### src/rtl/rti_pkg.sv
package rti_pkg;
  localparam int REG_W      = 8;
  localparam int BIT_TOVF   = 7;
  localparam int BIT_RT     = 6;
  localparam int BIT_COVF   = 5;
  localparam int BIT_CEDGE  = 4;
  localparam int SRC_LO     = 4;
  localparam int SRC_HI     = 7;
  localparam logic [REG_W-1:0] ENA_IMPL  = 8'hF3;
  localparam logic [REG_W-1:0] FLAG_IMPL = 8'hF0;

  typedef enum logic {
    SEL_ENA  = 1'b0,
    SEL_FLAG = 1'b1
  } reg_sel_e;
endpackage

### src/rtl/rti_divider.sv
module rti_divider #(
  parameter int PERIOD = 16
) (
  input  logic clk,
  input  logic rst_n,
  output logic tick
);
  localparam int CNT_W = (PERIOD > 1) ? $clog2(PERIOD) : 1;
  localparam logic [CNT_W-1:0] LAST = CNT_W'(PERIOD - 1);

  logic [CNT_W-1:0] cnt_q;

  always_ff @(posedge clk or negedge rst_n) begin
    if (!rst_n)            cnt_q <= '0;
    else if (cnt_q == LAST) cnt_q <= '0;
    else                   cnt_q <= cnt_q + 1'b1;
  end

  assign tick = (cnt_q == LAST);

  // Independent gap counter: cycles since reset or since last timeout
  logic [31:0] gap_q;
  always_ff @(posedge clk or negedge rst_n) begin
    if (!rst_n)    gap_q <= '0;
    else if (tick) gap_q <= '0;
    else           gap_q <= gap_q + 32'd1;
  end

  assert_tick_spacing_R1: assert property (@(posedge clk) disable iff (!rst_n)
    tick |-> (gap_q == 32'(PERIOD - 1)));
  assert_no_late_tick_R1: assert property (@(posedge clk) disable iff (!rst_n)
    gap_q < 32'(PERIOD));
endmodule

### src/rtl/rti_regs.sv
module rti_regs
  import rti_pkg::*;
(
  input  logic             clk,
  input  logic             rst_n,
  input  logic             tick,
  input  logic             ovf_set,
  input  logic             cnt_ovf_set,
  input  logic             cnt_edge_set,
  input  logic             wr_en,
  input  logic             wr_sel,
  input  logic [REG_W-1:0] wr_data,
  output logic [REG_W-1:0] ena_q,
  output logic [REG_W-1:0] flag_q
);
  logic [REG_W-1:0] set_vec;
  logic [REG_W-1:0] clr_vec;
  logic             wr_ena;
  logic             wr_flag;

  assign wr_ena  = wr_en && (reg_sel_e'(wr_sel) == SEL_ENA);
  assign wr_flag = wr_en && (reg_sel_e'(wr_sel) == SEL_FLAG);

  always_comb begin
    set_vec            = '0;
    set_vec[BIT_TOVF]  = ovf_set;
    set_vec[BIT_RT]    = tick;
    set_vec[BIT_COVF]  = cnt_ovf_set;
    set_vec[BIT_CEDGE] = cnt_edge_set;
    clr_vec            = wr_flag ? (wr_data & FLAG_IMPL) : '0;
  end

  always_ff @(posedge clk or negedge rst_n) begin
    if (!rst_n)      ena_q <= '0;
    else if (wr_ena) ena_q <= wr_data & ENA_IMPL;
  end

  genvar gi;
  generate
    for (gi = 0; gi < REG_W; gi++) begin : g_flag
      if (FLAG_IMPL[gi]) begin : g_impl
        logic bit_q;
        always_ff @(posedge clk or negedge rst_n) begin
          if (!rst_n)           bit_q <= 1'b0;
          else if (set_vec[gi]) bit_q <= 1'b1;
          else if (clr_vec[gi]) bit_q <= 1'b0;
        end
        assign flag_q[gi] = bit_q;

        assert_set_wins_R4: assert property (@(posedge clk) disable iff (!rst_n)
          set_vec[gi] |=> flag_q[gi]);
        assert_clear_R4: assert property (@(posedge clk) disable iff (!rst_n)
          (clr_vec[gi] && !set_vec[gi]) |=> !flag_q[gi]);
        assert_hold_R4: assert property (@(posedge clk) disable iff (!rst_n)
          (!clr_vec[gi] && !set_vec[gi]) |=> $stable(flag_q[gi]));
      end else begin : g_unimpl
        assign flag_q[gi] = 1'b0;
      end
    end
  endgenerate

  assert_rt_on_tick_R3: assert property (@(posedge clk) disable iff (!rst_n)
    tick |=> flag_q[BIT_RT]);
endmodule

### src/rtl/rti_irq.sv
module rti_irq
  import rti_pkg::*;
(
  input  logic             clk,
  input  logic             rst_n,
  input  logic [REG_W-1:0] flag_q,
  input  logic [REG_W-1:0] ena_q,
  output logic             irq
);
  logic [SRC_HI-SRC_LO:0] pend;

  genvar gi;
  generate
    for (gi = SRC_LO; gi <= SRC_HI; gi++) begin : g_pend
      assign pend[gi-SRC_LO] = flag_q[gi] & ena_q[gi];
    end
  endgenerate

  always_ff @(posedge clk or negedge rst_n) begin
    if (!rst_n) irq <= 1'b0;
    else        irq <= |pend;
  end

  assert_rt_request_R7: assert property (@(posedge clk) disable iff (!rst_n)
    (flag_q[BIT_RT] && ena_q[BIT_RT]) |=> irq);
  assert_quiet_when_masked_R7: assert property (@(posedge clk) disable iff (!rst_n)
    ((flag_q & ena_q & FLAG_IMPL) == '0) |=> !irq);
endmodule

### src/rtl/rti_timer.sv
module rti_timer
  import rti_pkg::*;
#(
  parameter int PERIOD = 16
) (
  input  logic       clk,
  input  logic       rst_n,
  input  logic       ovf_set,
  input  logic       cnt_ovf_set,
  input  logic       cnt_edge_set,
  input  logic       wr_en,
  input  logic       wr_sel,
  input  logic [7:0] wr_data,
  input  logic       rd_sel,
  output logic [7:0] rd_data,
  output logic [1:0] presc_sel,
  output logic       irq
);
  logic             tick;
  logic [REG_W-1:0] ena_q;
  logic [REG_W-1:0] flag_q;

  rti_divider #(.PERIOD(PERIOD)) u_div (
    .clk  (clk),
    .rst_n(rst_n),
    .tick (tick)
  );

  rti_regs u_regs (
    .clk         (clk),
    .rst_n       (rst_n),
    .tick        (tick),
    .ovf_set     (ovf_set),
    .cnt_ovf_set (cnt_ovf_set),
    .cnt_edge_set(cnt_edge_set),
    .wr_en       (wr_en),
    .wr_sel      (wr_sel),
    .wr_data     (wr_data),
    .ena_q       (ena_q),
    .flag_q      (flag_q)
  );

  rti_irq u_irq (
    .clk   (clk),
    .rst_n (rst_n),
    .flag_q(flag_q),
    .ena_q (ena_q),
    .irq   (irq)
  );

  assign rd_data   = (reg_sel_e'(rd_sel) == SEL_FLAG) ? flag_q : ena_q;
  assign presc_sel = ena_q[1:0];

  assert_presc_follows_write_R8: assert property (@(posedge clk) disable iff (!rst_n)
    (wr_en && !wr_sel) |=> (presc_sel == $past(wr_data[1:0])));
endmodule

### config.mk
export PLATFORM = sky130hd
export DESIGN_NAME = rti_timer
export DESIGN_NICKNAME = d
export VERILOG_FILES = /design/src/rtl/rti_pkg.sv /design/src/rtl/rti_divider.sv /design/src/rtl/rti_regs.sv /design/src/rtl/rti_irq.sv /design/src/rtl/rti_timer.sv
export SDC_FILE = /design/constraint.sdc
export NUM_CORES = 1
export LEC_CHECK = 0
export ABC_AREA = 0
export BUFFER_PORTS_ARGS = -buffer_cell sky130_fd_sc_hd__buf_2
export CAP_MARGIN = 20
export CORE_MARGIN = 1.5
export CORE_UTILIZATION = 49
export CTS_CLUSTER_DIAMETER = 40
export DETAILED_ROUTE_END_ITERATION = 10
export PLACE_DENSITY_LB_ADDON = 0.05
export SLEW_MARGIN = 25
export SYNTH_ARGS = -nofsm -noshare
export SYNTH_HDL_FRONTEND = slang
export SYNTH_SLANG_ARGS = --single-unit
### constraint.sdc
create_clock -name clk -period 2.3 [get_ports clk]
set_input_delay 0.23 -clock clk [delete_from_list [all_inputs] [get_ports clk]]
set_output_delay 0.23 -clock clk [all_outputs]
set_load 0.005 [all_outputs]
# --- Word-level counts from Yosys, hierarchy flattened ---
# Index checks and enable logic that the tools add are counted.
word_totals:
  ff_bits: 15
  latch_bits: 0
  mem_bits_rw: 0
  rom_bits: 0
  in_bits: 16
  output_inout_bits: 11
  elab_cells: 32
  n_memories: 0
classes:
  addsub: 1
  mul: 0
  n_div: 0
  n_lt_le_gt_ge: 0
  n_eq_ne: 1
  shift: 0
  mux: 11
  n_bitwise: 5
  n_reduce_logical: 7
op_table:
  columns: ["op", "count"]
  rows:
  - ["two-way mux 8 bit", 2]
  - ["two-way mux 1 bit", 8]
  - ["nonzero test 2 bit", 4]
  - ["adder 4 x 1 -> 4 bit (second input constant)", 1]
  - ["AND 1 bit", 4]
  - ["== test 4 bit (second input constant)", 1]
  - ["two-way mux 4 bit", 1]
  - ["OR reduction 4 bit", 1]
  - ["logical AND 1 bit", 2]
  - ["NOT 1 bit", 1]

# --- Logic depth before layout (Yosys ltp) ---
logic_depth:
  word_depth: 4
  mapped_depth: 3
  depth_no_buf: 3

# --- By module ---
# From an unflattened synthesis, not the netlist that was laid out.
hier_totals:
  hier_cells: 63
  area_unflattened_um2: 818.3
modules_own_cells:
  columns: ["module", "n_inst", "cells_per_inst", "area_each_um2", "seq_area_each_um2"]
  rows:
  - ["rti_regs", 1, 37, 474.2, 250.2]
  - ["rti_divider", 1, 13, 168.9, 100.1]
  - ["rti_timer", 1, 9, 131.4, 0.0]
  - ["rti_irq", 1, 4, 43.8, 25.0]

# --- Least setup slack after synthesis ---
# No wires, ideal clock.
synth_timing:
  path_type: "flip-flop to flip-flop"
  from: "register u_div.cnt_q[0]"
  to: "register u_div.cnt_q[3]"
  setup_time_ps: 126
  arrival_time_ps: 900
  setup_slack_ps: 1274
  stages_incl_launch_ff: 4
  n_path_buf: 0
  synth_period_minus_slack_ps: 1026
  cell_sequence: "dfrtp_1 > ha_1 > inv_1 > a311o_1"
synth_between:
  elab_chain_cells: 2
  elab_cells_between_ends: 3
  cone_classes: "1 x add/sub; 1 x eq/ne; 1 x mux"
synth_lines:
  columns: ["item", "line", "text"]
  rows:
  - ["from (decl)", "rti_divider.sv:11", "logic [CNT_W-1:0] cnt_q;"]
  - ["from (signal assigned)", "rti_divider.sv:16", "else cnt_q <= cnt_q + 1'b1;"]
  - ["adder 4 x 1 -> 4 bit / == test 4 bit (equally long branches)", "rti_divider.sv:16, rti_divider.sv:15", null]
  - ["two-way mux 4 bit (*)", "rti_divider.sv:15", "else if (cnt_q == LAST) cnt_q <= '0;"]
# Every way passes the cells marked *; elsewhere a longest branch is shown, timed or not.
# A chain may end at the register's enable or synchronous reset.

# --- Final worst setup path ---
layout_timing:
  from: "register u_regs.g_flag[7].g_impl.bit_q"
  to: "output port rd_data[7]"
layout_between:
  elab_chain_cells: 1
layout_lines:
  columns: ["item", "line", "text"]
  rows:
  - ["from (decl)", "rti_regs.sv:42", "logic bit_q;"]
  - ["from (signal assigned)", "rti_regs.sv:44", "if (!rst_n) bit_q <= 1'b0;"]
  - ["from (signal assigned)", "rti_regs.sv:45", "else if (set_vec[gi]) bit_q <= 1'b1;"]
  - ["from (signal assigned)", "rti_regs.sv:46", "else if (clr_vec[gi]) bit_q <= 1'b0;"]
  - ["two-way mux 8 bit", "rti_timer.sv:51", "assign rd_data = (reg_sel_e'(rd_sel) == SEL_FLAG) ? flag_q : ena_q;"]
  - ["to (decl)", "rti_timer.sv:15", "output logic [7:0] rd_data,"]
# No other way between the ends.

==> flow_metrics.py <==
metrics = {
    "synth": {
        "synthTopCellsByArea": "dfrtp_1 (53%), mux2_4 (13%), mux2_2 (6.3%)",
        "synth_common_cells": "dfrtp_1 (15), mux2_4 (6), buf_4 (4), mux2_2 (4), nand3_1 (4)",
        "synth.distinct_cells": 19,
        "ys_ff_latch": 15,
        "synthFlopType": "dfrtp_1",
        "synth_cells": 53,
        "synthMostInstantiatedCell": "dfrtp_1",
        "synth_edf_count": 0,
        "ys_warn_count": 0,
        "synthArstFlopShare": 1.00,
        "netlist.top_cell.by_area": "dfrtp_1",
        "syn_avg_cell_area_um2": 13.4,
        "seq_area_frac_synth": 0.529,
        "synth_top_area_share": 0.529,
        "syn_area_um2": 709,
    },
    "timing": {
        "rsz0062_at_grt": "no",
        "drv_slew": 0,
        "fin_crit_sh": 0.569,
        "period_needed_ns": 1.31,
        "fin_setup_tns_ns": 0,
        "finalClockSkew_ns": 0.00168,
        "finalHoldViolCount": 0,
        "timing.final.ws_setup_ns": 0.992,
        "fmax_ghz": 0.765,
        "holdWs_ns": 0.129,
        "setup_viol": 0,
    },
    "route": {
        "first_pass_iters": 4,
        "postRouteWirelength_mm": 1.19,
        "wire_per_inst_um": 13.1,
        "dr_total_vias": 476,
        "drtIter0Drc": 11,
        "antenna_left": 0,
        "vias_per_cell": 5.23,
        "drc": 0,
    },
    "clock_tree": {
        "clk_latency_ns": 0.27,
        "cts_tree": "built",
        "clkSinkCount": 15,
        "cts_buffers": 3,
        "clk_path_buf_depth": 2,
        "htree_levels": 1,
        "cts.clk_slew.worst_paths_ns": 0.09,
        "cts_resized": 0,
        "cts-root-buf": "clkbuf_4",
    },
    "grt": {
        "grtUsageTotal": 0.173,
        "grt_max_degree": 16,
        "grt-ovfl-total": 0,
        "grt_pass1_wl_mm": 1.84,
        "grt_pass1_vias": 435,
        "antenna_found_initial": 0,
    },
    "worst_setup_path": {
        "critPathTopFamily": "flip-flops",
        "reg2reg_to": "u_div.cnt_q[3]",
        "crit_buf_inv": 1,
        "crit_fanout": 3,
        "crit_start": "u_regs.g_flag[7].g_impl.bit_q",
        "criticalPathCategory": "reg2out",
        "reg2reg_depth": 3,
        "slowest_stage": "dfrtp_1",
        "path_cells": "mux2_2 > buf_2",
        "r2r_slack_ns": 1.19,
        "endpoint_kind": "output port",
        "required_ns": 2.07,
        "regToRegStartpoint": "u_div.cnt_q[0]",
        "slowest_delay_ns": 0.41,
        "startpoint_type": "flop",
        "arrival_ns": 1.08,
    },
    "floorplanning": {
        "start_util": 0.538,
        "core_area_mm2": 0.00132,
        "ios": 27,
        "die_width_um": 41.1,
        "dieArea_mm2": 0.00169,
        "rows": 13,
        "die_h_um": 41.1,
    },
    "power": {
        "vdd_ir_drop_max_uv": 390,
        "p_leak_nw": 0.401,
        "cellPowerDensity_mw_per_mm2": 646,
    },
    "final_layout": {
        "fillCellCount": 105,
        "drive_gt1_frac": 0.474,
        "post-route-util": 0.635,
        "syn_to_final_growth_pct": 18.0,
        "fin_nets": 94,
        "diodes": 0,
    },
    "placement": {
        "gp_congestion": 0.657,
        "pre_cts_slack_ns": 1.08,
        "portBuffers": 22,
        "hpwlAfterDp_um": 880,
    },
    "worst_hold_path": {
        "whs_path_depth": 2,
        "hold_path.class": "in2reg",
        "min_from": "ovf_set",
        "hold_end": "u_regs.g_flag[7].g_impl.bit_q",
    },
    "status": {
        "outcome": "finished, final reports clean",
    },
    "flow_run": {
        "drv_cap": 0,
    },
}
-- worst max-delay path by stage --
stage                                 end  slack (ns)  cells past startpoint
after floorplan            u_div.cnt_q[3]        1.27                      3
after global placement    u_regs.ena_q[6]        1.06                      3
after detailed placement  u_regs.ena_q[5]        1.08                      3
after CTS                      rd_data[7]        0.98                      2
after global routing           rd_data[7]        0.93                      2
final                          rd_data[7]        0.99                      2
-- cell type report --
class / count / area [um^2] / area share
clock buffer: 4 / 26.3 / 0.0314
sequential: 15 / 375 / 0.448
tap: 15 / 18.8 / 0.0224
timing repair buffer: 23 / 120 / 0.143
multi-input combinational: 33 / 293 / 0.350
inverter: 1 / 3.75 / 0.00448
-- power breakdown --
| group | switching [mW] | internal, mW |
|---|---|---|
| combinational | 0.0347 | 0.0596 |
| sequential | 0.0146 | 0.284 |
| clock | 0.0802 | 0.0672 |
-- worst reg2reg max path, delay by kind of cell (launching register included) --
family	cells	cell delay [ns]
adders and majority gates	1	0.25
AOI/OAI and AO/OA	1	0.30
buffers and inverters	1	0.06
DFF	1	0.39
-- per-stage QoR --
step           power [mW]  area [um^2]  std cells
2_1_floorplan       0.365          713         54
3_3_place_gp        0.397          801         86
3_5_place_dp        0.399          801         86
4_1_cts             0.548          837         91
5_1_grt             0.577          837         91
6_report            0.541          837         91
-- what timing repair did --
action / in CTS / in global routing
hold buffers: 1 / 0
setup buffers: 0 / 0
endpoints found under the hold margin: 15 / 0
-- cell families (layout without fill, tap and decap cells) --
group / Yosys count / after routing / share of synthesized area
adders and majority gates: 1 / 1 / 0.0176
DFF: 15 / 15 / 0.529
other: 1 / 2 / 0.00529
muxes: 10 / 10 / 0.190
xor gates and xnor gates: 1 / 1 / 0.0123
AOI/OAI and AO/OA: 8 / 8 / 0.0899
and+or+nand+nor: 11 / 11 / 0.0917
buffers and inverters: 6 / 28 / 0.0635
-- registers in the layout (all words and copies together), names as in the netlist --
name                        flops
u_div.cnt_q                     4
u_irq.irq                       1
u_regs.ena_q                    6
u_regs.g_flag.g_impl.bit_q      4
-- layer usage --
layer / up-vias / track usage / part of all wire / routed length (um)
li1: 232 / - / - / -
met1: 225 / 0.235 / 0.45 / 530
met2: 17 / 0.254 / 0.49 / 586
met3: 2 / 0.0489 / 0.057 / 68
met4: 0 / 0.0750 / 0.0050 / 6
met5: - / 0 / 0 / 0
-- layout by cell type (no fill, tap or decap) --
cell type      instances
conb_1                 2
xor2_1                 1
mux2_4                 6
ha_1                   1
nor2b_1                3
inv_1                  1
a22oi_1                2
nand3_1                4
clkbuf_4               3
and4b_1                1
a21o_1                 3
a31oi_1                1
a311o_1                1
nor2b_2                1
a32o_1                 1
dlygate4sd3_1          1
mux2_2                 4
buf_2                 22
clkbuf_1               1
nand2_1                2
dfrtp_1               15
Note: power is estimated with default switching activity, not from simulation.
